File: src/rtl/sdram_seq_pkg.sv
package sdram_seq_pkg;
    // {cs_n, ras_n, cas_n, we_n}
    typedef enum logic [3:0] {
        CMD_MRS = 4'b0000,
        CMD_REF = 4'b0001,
        CMD_PRE = 4'b0010,
        CMD_NOP = 4'b0111
    } sd_cmd_e;

    typedef enum logic [2:0] {
        ST_RST,
        ST_PAUSE,
        ST_TRP,
        ST_TRC,
        ST_TMRD,
        ST_RUN
    } seq_st_e;

    localparam int NUM_INIT_REF = 8;
    localparam int MRD_CYC      = 2;
endpackage

File: src/rtl/sdram_geom_dec.sv
module sdram_geom_dec #(
    parameter int CAP_W    = 32,
    parameter int COL_BASE = 8,
    parameter int ROW_BASE = 11,
    parameter int BANK_BASE = 1
) (
    input  logic [1:0]       col_enc,
    input  logic [1:0]       row_enc,
    input  logic             bank_enc,
    input  logic             bus16,
    output logic [CAP_W-1:0] cap
);
    localparam int EXP_W = $clog2(CAP_W);

    logic [EXP_W-1:0] exp_sum;

    always_comb begin
        exp_sum = EXP_W'(col_enc) + EXP_W'(COL_BASE)
                + EXP_W'(row_enc) + EXP_W'(ROW_BASE)
                + EXP_W'(bank_enc) + EXP_W'(BANK_BASE)
                + (bus16 ? EXP_W'(1) : EXP_W'(2));
        cap = CAP_W'(1) << exp_sum;
    end
endmodule

File: src/rtl/sdram_refresh_tmr.sv
module sdram_refresh_tmr #(
    parameter int PER_W = 16
) (
    input  logic             clk,
    input  logic             rst_n,
    input  logic             run,
    input  logic [PER_W-1:0] period,
    output logic             req
);
    typedef struct packed {
        logic [PER_W-1:0] tmr;
        logic             req;
    } tmr_s;

    tmr_s d, q;
    logic [PER_W-1:0] reload;

    always_comb begin
        reload = (period == '0) ? '0 : period - PER_W'(1);
        d      = q;
        d.req  = 1'b0;
        if (!run) begin
            d.tmr = reload;
        end else if (q.tmr == '0) begin
            d.req = 1'b1;
            d.tmr = reload;
        end else begin
            d.tmr = q.tmr - PER_W'(1);
        end
    end

    always_ff @(posedge clk) begin
        if (!rst_n) q <= '0;
        else        q <= d;
    end

    assign req = q.req;
endmodule

File: src/rtl/sdram_init_fsm.sv
module sdram_init_fsm
    import sdram_seq_pkg::*;
#(
    parameter int         PAUSE_CYC  = 10000,
    parameter int         ADDR_W     = 13,
    parameter int         TW         = 4,
    parameter logic [2:0] BURST_CODE = 3'b011
) (
    input  logic              clk,
    input  logic              rst_n,
    input  logic [2:0]        cfg_cas,
    input  logic [TW-1:0]     cfg_trp,
    input  logic [TW-1:0]     cfg_trc,
    output logic              cke,
    output logic [3:0]        cmd,
    output logic [1:0]        ba,
    output logic [ADDR_W-1:0] addr,
    output logic              done
);
    localparam int PW    = $clog2(PAUSE_CYC + 1);
    localparam int CNT_W = (PW > TW + 1) ? PW : TW + 1;

    typedef struct packed {
        seq_st_e           st;
        logic [CNT_W-1:0]  cnt;
        logic [3:0]        nref;
        logic              cke;
        logic [3:0]        cmd;
        logic [1:0]        ba;
        logic [ADDR_W-1:0] addr;
        logic              done;
    } fsm_s;

    localparam fsm_s RST_Q = '{st: ST_RST, cnt: '0, nref: '0, cke: 1'b0,
                               cmd: CMD_NOP, ba: '0, addr: '0, done: 1'b0};

    fsm_s d, q;

    function automatic logic [CNT_W-1:0] gap_load(input logic [TW-1:0] t);
        return (t == '0) ? '0 : CNT_W'(t) - CNT_W'(1);
    endfunction

    always_comb begin
        d      = q;
        d.cmd  = CMD_NOP;
        d.ba   = '0;
        d.addr = '0;
        unique case (q.st)
            ST_RST: begin
                d.cke = 1'b1;
                d.cnt = CNT_W'(PAUSE_CYC - 1);
                d.st  = ST_PAUSE;
            end
            ST_PAUSE: begin
                if (q.cnt == '0) begin
                    d.cmd      = CMD_PRE;
                    d.addr[10] = 1'b1;
                    d.cnt      = gap_load(cfg_trp);
                    d.st       = ST_TRP;
                end else d.cnt = q.cnt - CNT_W'(1);
            end
            ST_TRP: begin
                if (q.cnt == '0) begin
                    d.cmd  = CMD_REF;
                    d.nref = 4'd1;
                    d.cnt  = gap_load(cfg_trc);
                    d.st   = ST_TRC;
                end else d.cnt = q.cnt - CNT_W'(1);
            end
            ST_TRC: begin
                if (q.cnt == '0) begin
                    if (q.nref == 4'(NUM_INIT_REF)) begin
                        d.cmd       = CMD_MRS;
                        d.addr[2:0] = BURST_CODE;
                        d.addr[6:4] = cfg_cas;
                        d.cnt       = CNT_W'(MRD_CYC - 1);
                        d.st        = ST_TMRD;
                    end else begin
                        d.cmd  = CMD_REF;
                        d.nref = q.nref + 4'd1;
                        d.cnt  = gap_load(cfg_trc);
                    end
                end else d.cnt = q.cnt - CNT_W'(1);
            end
            ST_TMRD: begin
                if (q.cnt == '0) begin
                    d.done = 1'b1;
                    d.st   = ST_RUN;
                end else d.cnt = q.cnt - CNT_W'(1);
            end
            ST_RUN: begin
            end
            default: d.st = ST_RST;
        endcase
    end

    always_ff @(posedge clk) begin
        if (!rst_n) q <= RST_Q;
        else        q <= d;
    end

    assign cke  = q.cke;
    assign cmd  = q.cmd;
    assign ba   = q.ba;
    assign addr = q.addr;
    assign done = q.done;

    // Checker state: cycles spent with the clock enable high, and refreshes seen.
    logic [CNT_W-1:0] chk_cke_cyc;
    logic [3:0]       chk_refs;

    always_ff @(posedge clk) begin
        if (!rst_n) begin
            chk_cke_cyc <= '0;
            chk_refs    <= '0;
        end else begin
            if (cke && chk_cke_cyc != CNT_W'(PAUSE_CYC))
                chk_cke_cyc <= chk_cke_cyc + CNT_W'(1);
            if (cmd == CMD_REF && chk_refs != 4'hF)
                chk_refs <= chk_refs + 4'd1;
        end
    end


    pause_held_chk: assert property (@(posedge clk) disable iff (!rst_n)
        (cmd != CMD_NOP) |-> (chk_cke_cyc >= CNT_W'(PAUSE_CYC)));

    pre_all_banks_chk: assert property (@(posedge clk) disable iff (!rst_n)
        (cmd == CMD_PRE) |-> addr[10]);

    eight_refs_chk: assert property (@(posedge clk) disable iff (!rst_n)
        (cmd == CMD_MRS) |-> (chk_refs == 4'(NUM_INIT_REF)));

    mrs_bank_zero_chk: assert property (@(posedge clk) disable iff (!rst_n)
        (cmd == CMD_MRS) |-> (ba == 2'b00 && !addr[3]));

    done_sticky_chk: assert property (@(posedge clk) disable iff (!rst_n)
        done |=> done);

    idle_after_done_chk: assert property (@(posedge clk) disable iff (!rst_n)
        done |-> (cmd == CMD_NOP && addr == '0));
endmodule

File: src/rtl/sdram_pwrup_seq.sv
module sdram_pwrup_seq
    import sdram_seq_pkg::*;
#(
    parameter int         CLK_HZ     = 50_000_000,
    parameter int         PAUSE_US   = 200,
    parameter int         ADDR_W     = 13,
    parameter int         PER_W      = 16,
    parameter int         CAP_W      = 32,
    parameter logic [2:0] BURST_CODE = 3'b011
) (
    input  logic              clk,
    input  logic              rst_n,
    input  logic [1:0]        cfg_col_enc,
    input  logic [1:0]        cfg_row_enc,
    input  logic              cfg_bank_enc,
    input  logic              cfg_bus16,
    input  logic [2:0]        cfg_cas,
    input  logic [3:0]        cfg_trp,
    input  logic [3:0]        cfg_trc,
    input  logic [PER_W-1:0]  refresh_period,
    output logic              sd_cke,
    output logic              sd_cs_n,
    output logic              sd_ras_n,
    output logic              sd_cas_n,
    output logic              sd_we_n,
    output logic [1:0]        sd_ba,
    output logic [ADDR_W-1:0] sd_addr,
    output logic              init_done,
    output logic              refresh_req,
    output logic [CAP_W-1:0]  cap_bytes
);
    localparam int CYC_PER_US = (CLK_HZ + 999_999) / 1_000_000;
    localparam int PAUSE_CYC  = CYC_PER_US * PAUSE_US;

    logic [3:0] cmd;

    sdram_init_fsm #(
        .PAUSE_CYC (PAUSE_CYC),
        .ADDR_W    (ADDR_W),
        .TW        (4),
        .BURST_CODE(BURST_CODE)
    ) u_fsm (
        .clk    (clk),
        .rst_n  (rst_n),
        .cfg_cas(cfg_cas),
        .cfg_trp(cfg_trp),
        .cfg_trc(cfg_trc),
        .cke    (sd_cke),
        .cmd    (cmd),
        .ba     (sd_ba),
        .addr   (sd_addr),
        .done   (init_done)
    );

    sdram_refresh_tmr #(.PER_W(PER_W)) u_tmr (
        .clk   (clk),
        .rst_n (rst_n),
        .run   (init_done),
        .period(refresh_period),
        .req   (refresh_req)
    );

    sdram_geom_dec #(.CAP_W(CAP_W)) u_geom (
        .col_enc (cfg_col_enc),
        .row_enc (cfg_row_enc),
        .bank_enc(cfg_bank_enc),
        .bus16   (cfg_bus16),
        .cap     (cap_bytes)
    );

    assign {sd_cs_n, sd_ras_n, sd_cas_n, sd_we_n} = cmd;


    req_after_done_chk: assert property (@(posedge clk) disable iff (!rst_n)
        refresh_req |-> init_done);
endmodule

File: config.mk
export PLATFORM = sky130hd
export DESIGN_NAME = sdram_pwrup_seq
export DESIGN_NICKNAME = d
export VERILOG_FILES = /design/src/rtl/sdram_seq_pkg.sv /design/src/rtl/sdram_geom_dec.sv /design/src/rtl/sdram_refresh_tmr.sv /design/src/rtl/sdram_init_fsm.sv /design/src/rtl/sdram_pwrup_seq.sv
export SDC_FILE = /design/constraint.sdc
export NUM_CORES = 1
export LEC_CHECK = 0
export BUFFER_PORTS_ARGS = -buffer_cell sky130_fd_sc_hd__buf_2
export CAP_MARGIN = 20
export CORE_ASPECT_RATIO = 1.4
export CORE_UTILIZATION = 40
export DETAILED_ROUTE_END_ITERATION = 6
export SYNTH_ARGS = -nofsm -noshare
export SYNTH_HDL_FRONTEND = slang
export SYNTH_SLANG_ARGS = --single-unit
File: constraint.sdc
create_clock -name clk -period 6.8 [get_ports clk]
set_input_delay 0.68 -clock clk [delete_from_list [all_inputs] [get_ports clk]]
set_output_delay 0.68 -clock clk [all_outputs]
set_load 0.05 [all_outputs]
After elaboration in Yosys (flattened, before gate mapping)
Cells that the tools add are included.
{"block": "op_classes", "n_eq_ne": 13, "shifts": 1, "add_sub_neg": 12, "reduce_logical": 16, "bitwise": 1, "muxes": 30}
{"op": "$mux W14", "count": 7}
{"op": "$pmux W14 S5", "count": 1}
{"op": "$mux W16", "count": 3}
{"op": "$logic_not A16 Y1", "count": 2}
{"op": "$shl A1 B5 Y32 const A", "count": 1}
{"op": "$sub A16 B1 Y16 const B", "count": 2}
{"op": "$mux W3", "count": 7}
{"op": "$pmux W3 S6", "count": 1}
{"op": "$mux W4", "count": 4}
{"op": "$logic_not A14 Y1", "count": 1}
{"op": "$sub A14 B1 Y14 const B", "count": 1}
{"op": "$pmux W4 S3", "count": 1}
{"op": "$ne A2 B1 Y1 const B", "count": 5}
{"op": "$sub A4 B1 Y5 const B", "count": 2}
{"op": "$logic_not A4 Y1", "count": 2}
{"op": "$pmux W4 S2", "count": 1}
{"op": "$reduce_and A2 Y1", "count": 4}
{"op": "$reduce_and A4 Y1", "count": 2}
{"op": "$eq A3 B2 Y1 const B", "count": 2}
{"op": "$eq A3 B3 Y1 const B", "count": 2}
{"op": "$reduce_and A6 Y1", "count": 1}
{"op": "$add A2 B4 Y5 const B", "count": 1}
{"op": "$add A5 B1 Y5", "count": 1}
{"op": "$add A5 B1 Y5 const B", "count": 1}
{"op": "other kinds (14)", "count": 18}
{"block": "word_totals", "register_bits": 57}

Logic depth before layout (Yosys ltp)
Gate-level depths: netlist (run 1).
{"block": "logic_depth", "depth_word": 7, "depth_mapped": 9, "ltp_nobuf": 8}

Hierarchy
A second synthesis (run 1) with hierarchy kept.
{"block": "hier_totals", "cells_unflattened": 436, "area_unflattened_um2": 3562.2}
{"module": "sdram_init_fsm", "instances": 1, "area_per_inst_um2": 1893.1, "seq_area_each_um2": 620.6, "cells_each": 237}
{"module": "sdram_refresh_tmr", "instances": 1, "area_per_inst_um2": 1237.4, "seq_area_each_um2": 340.3, "cells_each": 145}
{"module": "sdram_geom_dec", "instances": 1, "area_per_inst_um2": 431.7, "seq_area_each_um2": 0.0, "cells_each": 54}

Worst setup path after synthesis (run 1)
Ideal clock, no wire load.
{"block": "synth_path", "path_type": "input-to-output", "from": "in cfg_col_enc[0]", "to": "out cap_bytes[20]", "arrival_ps": 3085, "slack_ps": 3035, "n_path_buf": 0, "cell_stages": 5, "required_ps": 6120, "path_cell_list": "fa_1 ha_1 fa_1 nand3b_1 nor3_1"}
{"block": "synth_via", "elab_chain_cells": 7}
{"item": "start: declaration", "line_no": "sdram_pwrup_seq.sv:13", "rtl": "input logic [1:0] cfg_col_enc,"}
{"item": "$add A2 B4 Y5", "line_no": "sdram_geom_dec.sv:18", "rtl": "exp_sum = EXP_W'(col_enc) + EXP_W'(COL_BASE)"}
{"item": "$add A5 B2 Y5", "line_no": "sdram_geom_dec.sv:19", "rtl": "+ EXP_W'(row_enc) + EXP_W'(ROW_BASE)"}
{"item": "$add A5 B4 Y5", "line_no": "sdram_geom_dec.sv:19"}
{"item": "$add A5 B1 Y5 (2 in series)", "line_no": "sdram_geom_dec.sv:20", "rtl": "+ EXP_W'(bank_enc) + EXP_W'(BANK_BASE)"}
{"item": "$add A5 B5 Y5", "line_no": "sdram_geom_dec.sv:21", "rtl": "+ (bus16 ? EXP_W'(1) : EXP_W'(2));"}
{"item": "$shl A1 B5 Y32", "line_no": "sdram_geom_dec.sv:22", "rtl": "cap = CAP_W'(1) << exp_sum;"}
{"item": "end: declaration", "line_no": "sdram_pwrup_seq.sv:30", "rtl": "output logic [CAP_W-1:0] cap_bytes"}
Every way passes these cells.

Worst setup path after layout (run 1)
{"block": "layout_path", "from": "in cfg_col_enc[1]", "to": "out cap_bytes[30]"}
The elaborated chain is that of the path after synthesis.

==> flow_summary.yaml, run 1 <==
place:
  port_buffers: 62
  gp_congestion: 0.850
  place_hpwl_um: 5950
  dp.cells: 577
  post-place-ws_ns: 3.47
  placed_area_um2: 3600
worst_setup_path:
  critPathCaptureType: "output port"
  crit_type: "input port to output port"
  required_ns: 6.12
  critical_path.max_fanout: 4
  setup.worst_path.start_class: "input port"
  arrival_ns: 2.66
detailed_routing:
  vias: 3134
  avgViaCountPerCell: 5.36
  postRouteAntennaNets: 0
  wl_per_cell_um: 13.3
  drc_errors: 0
  drtPass1Iterations: 5
  drt-initial-drc-count: 127
  wl_um: 7780
global_route:
  grt_max_degree: 24
  gr-total-overflow: 0
  grt_pass1_vias: 2839
  track_usage_pct: 17.9
  grt_pass1_wl_um: 12900
  grt_antenna_before_repair: 0
cells_and_area:
  areaGrowthSynthToFinish_pct: 10.8
  final_util_pct: 45.8
  diodes: 0
  final_cells: 585
  stdcell_area_um2: 3750
  drive_gt1_share_pct: 17.2
  n_fill_cell: 855
  nets: 529
sta:
  slew_headroom_pct: 45.8
  fmax_mhz: 300
  tightest_slew_ns: 0.813
  post-route-min-period_ns: 3.34
  fin_crit_sh_pct: 49.1
  hold_viol_final: 0
  slew_viol_final: 0
  setup_tns_ns: 0
  fin_skew_ns: 0.00694
  report.final.setup_viol: 0
  rsz0062_at_grt: "no"
  hold_ws_ns: 0.478
  setup_slack_ns: 3.46
floorplanning:
  num_io_pins: 89
  row_count: 39
  die_area_um2: 8850
  core_area_um2: 8200
  die_y_um: 111
  die_x_um: 79.8
  start_util_pct: 41.3
power:
  powerDensity_nw_per_um2: 212
  leakage_nw: 1.56
  finalPower_mw: 0.797
  vdd_drop_max_mv: 0.143
logic_synthesis:
  syn_area_per_cell_um2: 7.76
  synth_cell_types: 59
  syn-cell-area_um2: 3390
  ys_async_sr_fraction_pct: 0
  synthTopCellsByArea: "dfxtp_1, buf_4, nor2_1"
  synth_edf_count: 0
  ys_ff_latch: 48
  synth_top_area_cell: "dfxtp_1"
  synth_flop_cell: "dfxtp_1"
  synth_top_area_share_pct: 28.3
  ys_seq_area_share_pct: 28.3
  yosysWarnings: 0
  netlist_instances: 437
cts:
  cts_resized: 0
  clock_path_buffers: 2
  cts.sinks: 48
  cts_tree: "yes"
  cts_buffers: 5
  post_cts_buffers: 0
  clock_latency_ns: 0.29
  htree_levels: 2
  cts_hold_buffers: 0
  cts.clk_slew.worst_paths_ns: 0.07
  cts-root-buf: "clkbuf_16"
hold_path:
  hold_path.class: "flip-flop to flip-flop"
status:
  status: "complete, no violations"
job:
  drv_cap: 0
-- routing by layer --
| layer | vias up | share of wire [%] | global-route usage (%) |
|---|---|---|---|
| met4 | 0 | 1.3 | 5.12 |
| met3 | 9 | 3.4 | 1.81 |
| met1 | 1441 | 43 | 20.8 |
| met2 | 83 | 53 | 33.4 |
| met5 | - | 0 | 0 |
| li1 | 1601 | - | - |
-- logic make-up after synthesis --
group | count (synthesis) | synth area share [%]
and+or+nand+nor | 202 | 32.2
AOI/OAI and AO/OA | 79 | 14.7
buffers and inverters | 63 | 11.0
DFF | 48 | 28.3
xor gates and xnor gates | 25 | 6.46
adders and majority gates | 14 | 5.68
muxes | 5 | 1.48
other | 1 | 0.111
-- final timing paths --
kind | startpoint | to | slack (ns) | cells past startpoint
worst max-delay path | cfg_col_enc[1] | cap_bytes[30] | 3.46 | 10
worst max register to register | u_fsm.q[25] | u_fsm.q[23] | 4.01 | 7
worst min register to register | u_fsm.cke | u_fsm.cke | 0.48 | 2
worst min-delay path | u_fsm.cke | u_fsm.cke | 0.48 | 2
-- sequential cells by signal, summed over array words and instances (netlist names) --
register,count
u_fsm.cke,1
u_fsm.addr,5
u_fsm.done,1
u_tmr.q,16
u_fsm.cmd,3
u_fsm.q,21
u_tmr.req,1
-- synthesized netlist by cell type, types with 2 or more instances --
| cell type | count |
|---|---|
| nor4_1 | 12 |
| nand4_1 | 6 |
| or4_1 | 5 |
| a311oi_1 | 2 |
| nor4b_1 | 5 |
| nand3_1 | 20 |
| nand3b_1 | 3 |
| or2_2 | 2 |
| clkbuf_1 | 13 |
| ha_1 | 9 |
| a21oi_1 | 24 |
| xnor2_1 | 9 |
| a31oi_1 | 4 |
| inv_1 | 14 |
| o22ai_1 | 9 |
| o21ai_0 | 13 |
| nand2b_1 | 5 |
| a31o_2 | 3 |
| buf_4 | 32 |
| and2_1 | 8 |
| mux2i_1 | 5 |
| nand2_1 | 28 |
| nor3_1 | 26 |
| nor2b_1 | 3 |
| fa_1 | 3 |
| a211oi_1 | 5 |
| buf_6 | 2 |
| and3_1 | 4 |
| o21a_1 | 4 |
| or3_1 | 8 |
| o31ai_1 | 6 |
| xor2_1 | 16 |
| nor3b_1 | 4 |
| dfxtp_1 | 48 |
| maj3_1 | 2 |
| nor2_1 | 52 |
-- worst max-delay path: stages --
cell and delay [ns]:
buf_2 0.07, inv_1 0.04, fa_1 0.54, inv_1 0.07, ha_1 0.28, a21oi_1 0.27
nor2_1 0.07, mux2i_1 0.32, nor2_1 0.09, buf_2 0.22
-- cells in the final DEF, fill, tap and decap left out, types with 4 or more instances in the layout --
master,Yosys,final
o31ai_1,6,6
dfxtp_1,48,48
a21oi_1,24,24
nand2_1,28,28
xor2_1,16,16
or4_1,5,5
and3_1,4,4
nand3_1,20,20
a211oi_1,5,5
o22ai_1,9,9
conb_1,1,26
clkbuf_16,0,5
a31oi_1,4,4
nor3b_1,4,4
inv_1,14,14
nand4_1,6,6
ha_1,9,9
nor3_1,26,26
nor4b_1,5,5
xnor2_1,9,9
nand2b_1,5,5
o21ai_0,13,13
buf_2,1,62
mux2i_1,5,5
o21a_1,4,4
or3_1,8,8
and2_1,8,8
nor2_1,52,52
nor4_1,12,12
-- power breakdown --
part / switching [mW] / internal (mW)
logic: 0.164 / 0.0686
clock network: 0.106 / 0.146
registers: 0.0177 / 0.295
-- area by class of cell --
type / instances / area (um^2) / area share [%]
clock inverter: 2 / 15.0 / 0.400
tap: 102 / 128 / 3.40
sequential: 48 / 961 / 25.6
timing repair buffer: 62 / 310 / 8.26
inverter: 14 / 52.6 / 1.40
clock buffer: 6 / 139 / 3.70
multi-input combinational: 351 / 2150 / 57.2
(Power assumes the default switching activity.)
==> inputs of run 2 (changes only) <==
--- a/config.mk
+++ b/config.mk
@@ -10,6 +10,7 @@
 export CORE_ASPECT_RATIO = 1.4
 export CORE_UTILIZATION = 40
 export DETAILED_ROUTE_END_ITERATION = 6
+export PLACE_DENSITY = 0.66
 export SYNTH_ARGS = -nofsm -noshare
 export SYNTH_HDL_FRONTEND = slang
 export SYNTH_SLANG_ARGS = --single-unit
==> constraint.sdc (replaced) <==
create_clock -name clk -period 2.98 [get_ports clk]
set_input_delay 0.298 -clock clk [delete_from_list [all_inputs] [get_ports clk]]
set_output_delay 0.298 -clock clk [all_outputs]
set_load 0.05 [all_outputs]
==> flow_summary.yaml, run 2 (synthesis results as in run 1) <==
status:
  status: "complete, no violations"
worst_setup_path:
  setup.worst_path.start_class: "input port"
  critical_path.max_fanout: 7
  critPathCaptureType: "output port"
  required_ns: 2.68
  crit_type: "input port to output port"
  arrival_ns: 2.31
cts:
  cts_tree: "yes"
  cts_hold_buffers: 0
  clock_path_buffers: 2
  cts.clk_slew.worst_paths_ns: 0.07
  cts_resized: 0
  cts-root-buf: "clkbuf_16"
  clock_latency_ns: 0.28
  post_cts_buffers: 0
  cts_buffers: 5
  htree_levels: 2
  cts.sinks: 48
cells_and_area:
  final_util_pct: 46.4
  n_fill_cell: 837
  largest_register: "u_fsm.q"
  final_common_cell: "buf_2"
  nets: 536
  diodes: 0
  largest_reg_flops: 21
  stdcell_area_um2: 3800
  areaGrowthSynthToFinish_pct: 12.1
  drive_gt1_share_pct: 18.6
  mostFrequentLayoutCells: "buf_2, nor2_1, dfxtp_1"
global_route:
  grt_pass1_wl_um: 13400
  grt_antenna_before_repair: 0
  grt_pass1_vias: 2923
  grt_max_degree: 23
  track_usage_pct: 18.5
  gr-total-overflow: 0
power:
  leakage_nw: 1.59
  clkPwrFrac_pct: 29.8
  switchingPower_mw: 0.655
  finalPower_mw: 1.80
  p_sw_share_pct: 36.5
  powerDensity_nw_per_um2: 473
  internal-power_mw: 1.14
  sequentialPowerShare_pct: 39.8
  vdd_drop_max_mv: 0.242
  power_frac_comb_pct: 30.4
sta:
  fmax_mhz: 384
  post-route-min-period_ns: 2.61
  fin_skew_ns: 0.00675
  setup_tns_ns: 0
  setup_slack_ns: 0.373
  rsz0062_at_grt: "no"
  fin_crit_sh_pct: 87.5
  slew_headroom_pct: 58.4
  slew_viol_final: 0
  tightest_slew_ns: 0.623
  hold_viol_final: 0
  report.final.setup_viol: 0
detailed_routing:
  wl_um: 8120
  drt-initial-drc-count: 91
  avgViaCountPerCell: 5.39
  drc_errors: 0
  wl_per_cell_um: 13.7
  postRouteAntennaNets: 0
  vias: 3184
  drtPass1Iterations: 4
place:
  place_hpwl_um: 6160
  gp_congestion: 0.911
  post-place-ws_ns: 0.382
  placed_area_um2: 3660
  port_buffers: 62
hold_path:
  hold_path.class: "input port to flip-flop"
floorplanning:
  die_area_um2: 8850
  num_io_pins: 89
  start_util_pct: 41.3
  core_area_um2: 8200
  row_count: 39
  die_x_um: 79.8
  die_y_um: 111
job:
  drv_cap: 0
-- run 2: cell count changes in the layout (fill, tap and decap cells not counted), sizes merged --
cell	delta
buf	+7
clkbuf	-1
clkinv	+1
clkinvlp	-1
-- run 2: path summary, 6_finish.rpt --
path / start / endpoint / slack, ns / depth (start not counted)
setup / recovery: cfg_col_enc[0] / cap_bytes[22] / 0.37 / 7
hold / removal: cfg_cas[0] / u_fsm.addr[4] / 0.21 / 2
setup reg to reg: u_tmr.q[7] / u_tmr.q[14] / 0.61 / 5
hold reg to reg: u_fsm.cke / u_fsm.cke / 0.47 / 2
-- run 2: metrics by stage --
| step | instances | hold WS, ns |
|---|---|---|
| 3_5_place_dp | 584 | 0.462 |
| 4_1_cts | 591 | 0.204 |
| 6_report | 591 | 0.206 |
| 5_1_grt | 591 | 0.213 |
| 3_3_place_gp | 584 | 0.456 |
| 2_1_floorplan | 462 | 0.420 |
-- run 2: cell type report --
cell class	instances	area [um^2]	area share, %
multi-input combinational	351	2160	56.8
sequential	48	961	25.3
timing repair buffer	69	363	9.55
tap	102	128	3.36
clock buffer	5	125	3.29
inverter	14	52.6	1.38
clock inverter	2	12.5	0.329
-- run 2: power by group through the flow --
stage / combinational (mW) / clock (mW) / sequential, mW
finish: 0.547 / 0.535 / 0.716
CTS: 0.546 / 0.552 / 0.714
detailed placement: 0.543 / 0 / 0.728
global route: 0.595 / 0.574 / 0.721
global placement: 0.534 / 0 / 0.726
floorplan: 0.455 / 0 / 0.718
-- run 2: worst max-delay path, cell delays in order --
cell      delay [ns]
buf_2           0.11
fa_1            0.47
ha_1            0.22
fa_1            0.65
nand2b_1        0.16
nor2_1          0.12
buf_2           0.27
-- run 2: layer usage --
layer / up-vias / wire length, um / global-route usage, %
li1: 1617 / - / -
met1: 1495 / 3460 / 21.4
met2: 64 / 4330 / 35.0
met3: 8 / 244 / 2.22
met4: 0 / 93 / 4.64
met5: - / 0 / 0
==> inputs of run 3 (changes only) <==
--- a/config.mk
+++ b/config.mk
@@ -10,6 +10,7 @@
 export CORE_ASPECT_RATIO = 1.4
 export CORE_UTILIZATION = 40
 export DETAILED_ROUTE_END_ITERATION = 6
+export MAX_ROUTING_LAYER = met4
 export PLACE_DENSITY = 0.66
 export SYNTH_ARGS = -nofsm -noshare
 export SYNTH_HDL_FRONTEND = slang
==> flow_summary.yaml, run 3 (synthesis results as in run 1) <==
power:
  internal-power_mw: 1.14
  clkPwrFrac_pct: 29.8
  switchingPower_mw: 0.655
  power_frac_comb_pct: 30.4
  p_sw_share_pct: 36.5
  vdd_drop_max_mv: 0.242
  leakage_nw: 1.59
  sequentialPowerShare_pct: 39.8
  powerDensity_nw_per_um2: 473
sta:
  tightest_slew_ns: 0.617
  hold_viol_final: 0
  fin_crit_sh_pct: 87.5
  slew_viol_final: 0
  setup_tns_ns: 0
  rsz0062_at_grt: "no"
  fin_skew_ns: 0.00615
  fmax_mhz: 383
  post-route-min-period_ns: 2.61
  slew_headroom_pct: 58.8
  report.final.setup_viol: 0
cells_and_area:
  drive_gt1_share_pct: 18.6
  stdcell_area_um2: 3800
  diodes: 0
  final_common_cell: "buf_2"
  areaGrowthSynthToFinish_pct: 12.1
  nets: 536
  n_fill_cell: 837
  multiInputGateArea_um2: 2160
  largest_reg_flops: 21
  largest_register: "u_fsm.q"
  regArea_um2: 961
  mostFrequentLayoutCells: "buf_2, nor2_1, dfxtp_1"
global_route:
  track_usage_pct: 19.0
  grt_pass1_vias: 2929
  grt_max_degree: 23
  grt_pass1_wl_um: 13400
  grt_antenna_before_repair: 0
  gr-total-overflow: 0
cts:
  cts.clk_slew.worst_paths_ns: 0.06
  cts_buffers: 5
  cts-root-buf: "clkbuf_16"
  cts_tree: "yes"
  cts_resized: 0
  htree_levels: 2
  post_cts_buffers: 0
  clock_path_buffers: 2
  cts_hold_buffers: 0
  cts.sinks: 48
  clock_latency_ns: 0.28
detailed_routing:
  wl_um: 8110
  drc_errors: 0
  drt-initial-drc-count: 105
  drtPass1Iterations: 4
  postRouteAntennaNets: 0
  avgViaCountPerCell: 5.39
  vias: 3188
  wl_per_cell_um: 13.7
worst_setup_path:
  critical_path.max_fanout: 7
  slowest_delay_ns: 0.65
  critPathSlowestCell: "fa_1"
  crit_type: "input port to output port"
  arrival_ns: 2.31
  cp_cell_sequence: "buf_2 > fa_1 > ha_1 > fa_1 > nand2b_1 > nor2_1 > buf_2"
  critPathCaptureType: "output port"
  required_ns: 2.68
  setup.worst_path.start_class: "input port"
floorplanning:
  start_util_pct: 41.3
  core_area_um2: 8200
  die_area_um2: 8850
  num_io_pins: 89
  die_y_um: 111
  die_x_um: 79.8
  row_count: 39
status:
  status: "complete, no violations"
job:
  drv_cap: 0
place:
  place_hpwl_um: 6160
  placed_area_um2: 3660
  port_buffers: 62
  gp_congestion: 0.926
hold_path:
  hold_path.class: "input port to flip-flop"
-- run 3: cell counts in the layout (fill, tap and decap cells not counted) --
Identical to the previous run, type by type.
-- run 3: path summary, 6_finish.rpt --
check                 start            end  slack, ns  cells past startpoint
min reg2reg       u_fsm.cke      u_fsm.cke       0.47                      2
max reg2reg      u_tmr.q[7]    u_tmr.q[14]       0.62                      5
min              cfg_cas[0]  u_fsm.addr[4]       0.21                      2
max          cfg_col_enc[0]  cap_bytes[22]       0.37                      7
-- run 3: power by group through the flow --
stage                     clock, mW  combinational [mW]  sequential (mW)
after floorplan                   0               0.455            0.718
after global placement            0               0.534            0.726
after detailed placement          0               0.543            0.728
after CTS                     0.552               0.546            0.714
after global routing          0.574               0.595            0.721
final                         0.536               0.546            0.715
-- run 3: layout make-up --
class                      count  area share (%)
clock buffer                   5            3.29
clock inverter                 2           0.329
inverter                      14            1.38
multi-input combinational    351            56.8
sequential                    48            25.3
tap                          102            3.36
timing repair buffer          69            9.55
-- run 3: critical path: cells and delay by family --
| family | cells | cell delay (ns) |
|---|---|---|
| buffers and inverters | 2 | 0.38 |
| adders and majority gates | 3 | 1.34 |
| and+or+nand+nor | 2 | 0.28 |
-- run 3: layer usage --
layer | up-vias | GRT usage (%) | part of all wire (%)
li1 | 1615 | - | -
met1 | 1489 | 21.2 | 41
met2 | 76 | 35.1 | 54
met3 | 8 | 2.22 | 3.9
met4 | 0 | 4.64 | 1.2
met5 | - | - | 0
-- run 3: through the flow --
stage	util [%]	power (mW)	setup WS (ns)	hold slack, ns	cells
2_1_floorplan	-	1.17	0.0111	0.420	462
3_3_place_gp	44.7	1.26	0.414	0.456	584
3_5_place_dp	44.7	1.27	0.382	0.462	584
4_1_cts	46.4	1.81	0.380	0.204	591
5_1_grt	46.4	1.89	0.261	0.213	591
6_report	46.4	1.80	0.372	0.207	591
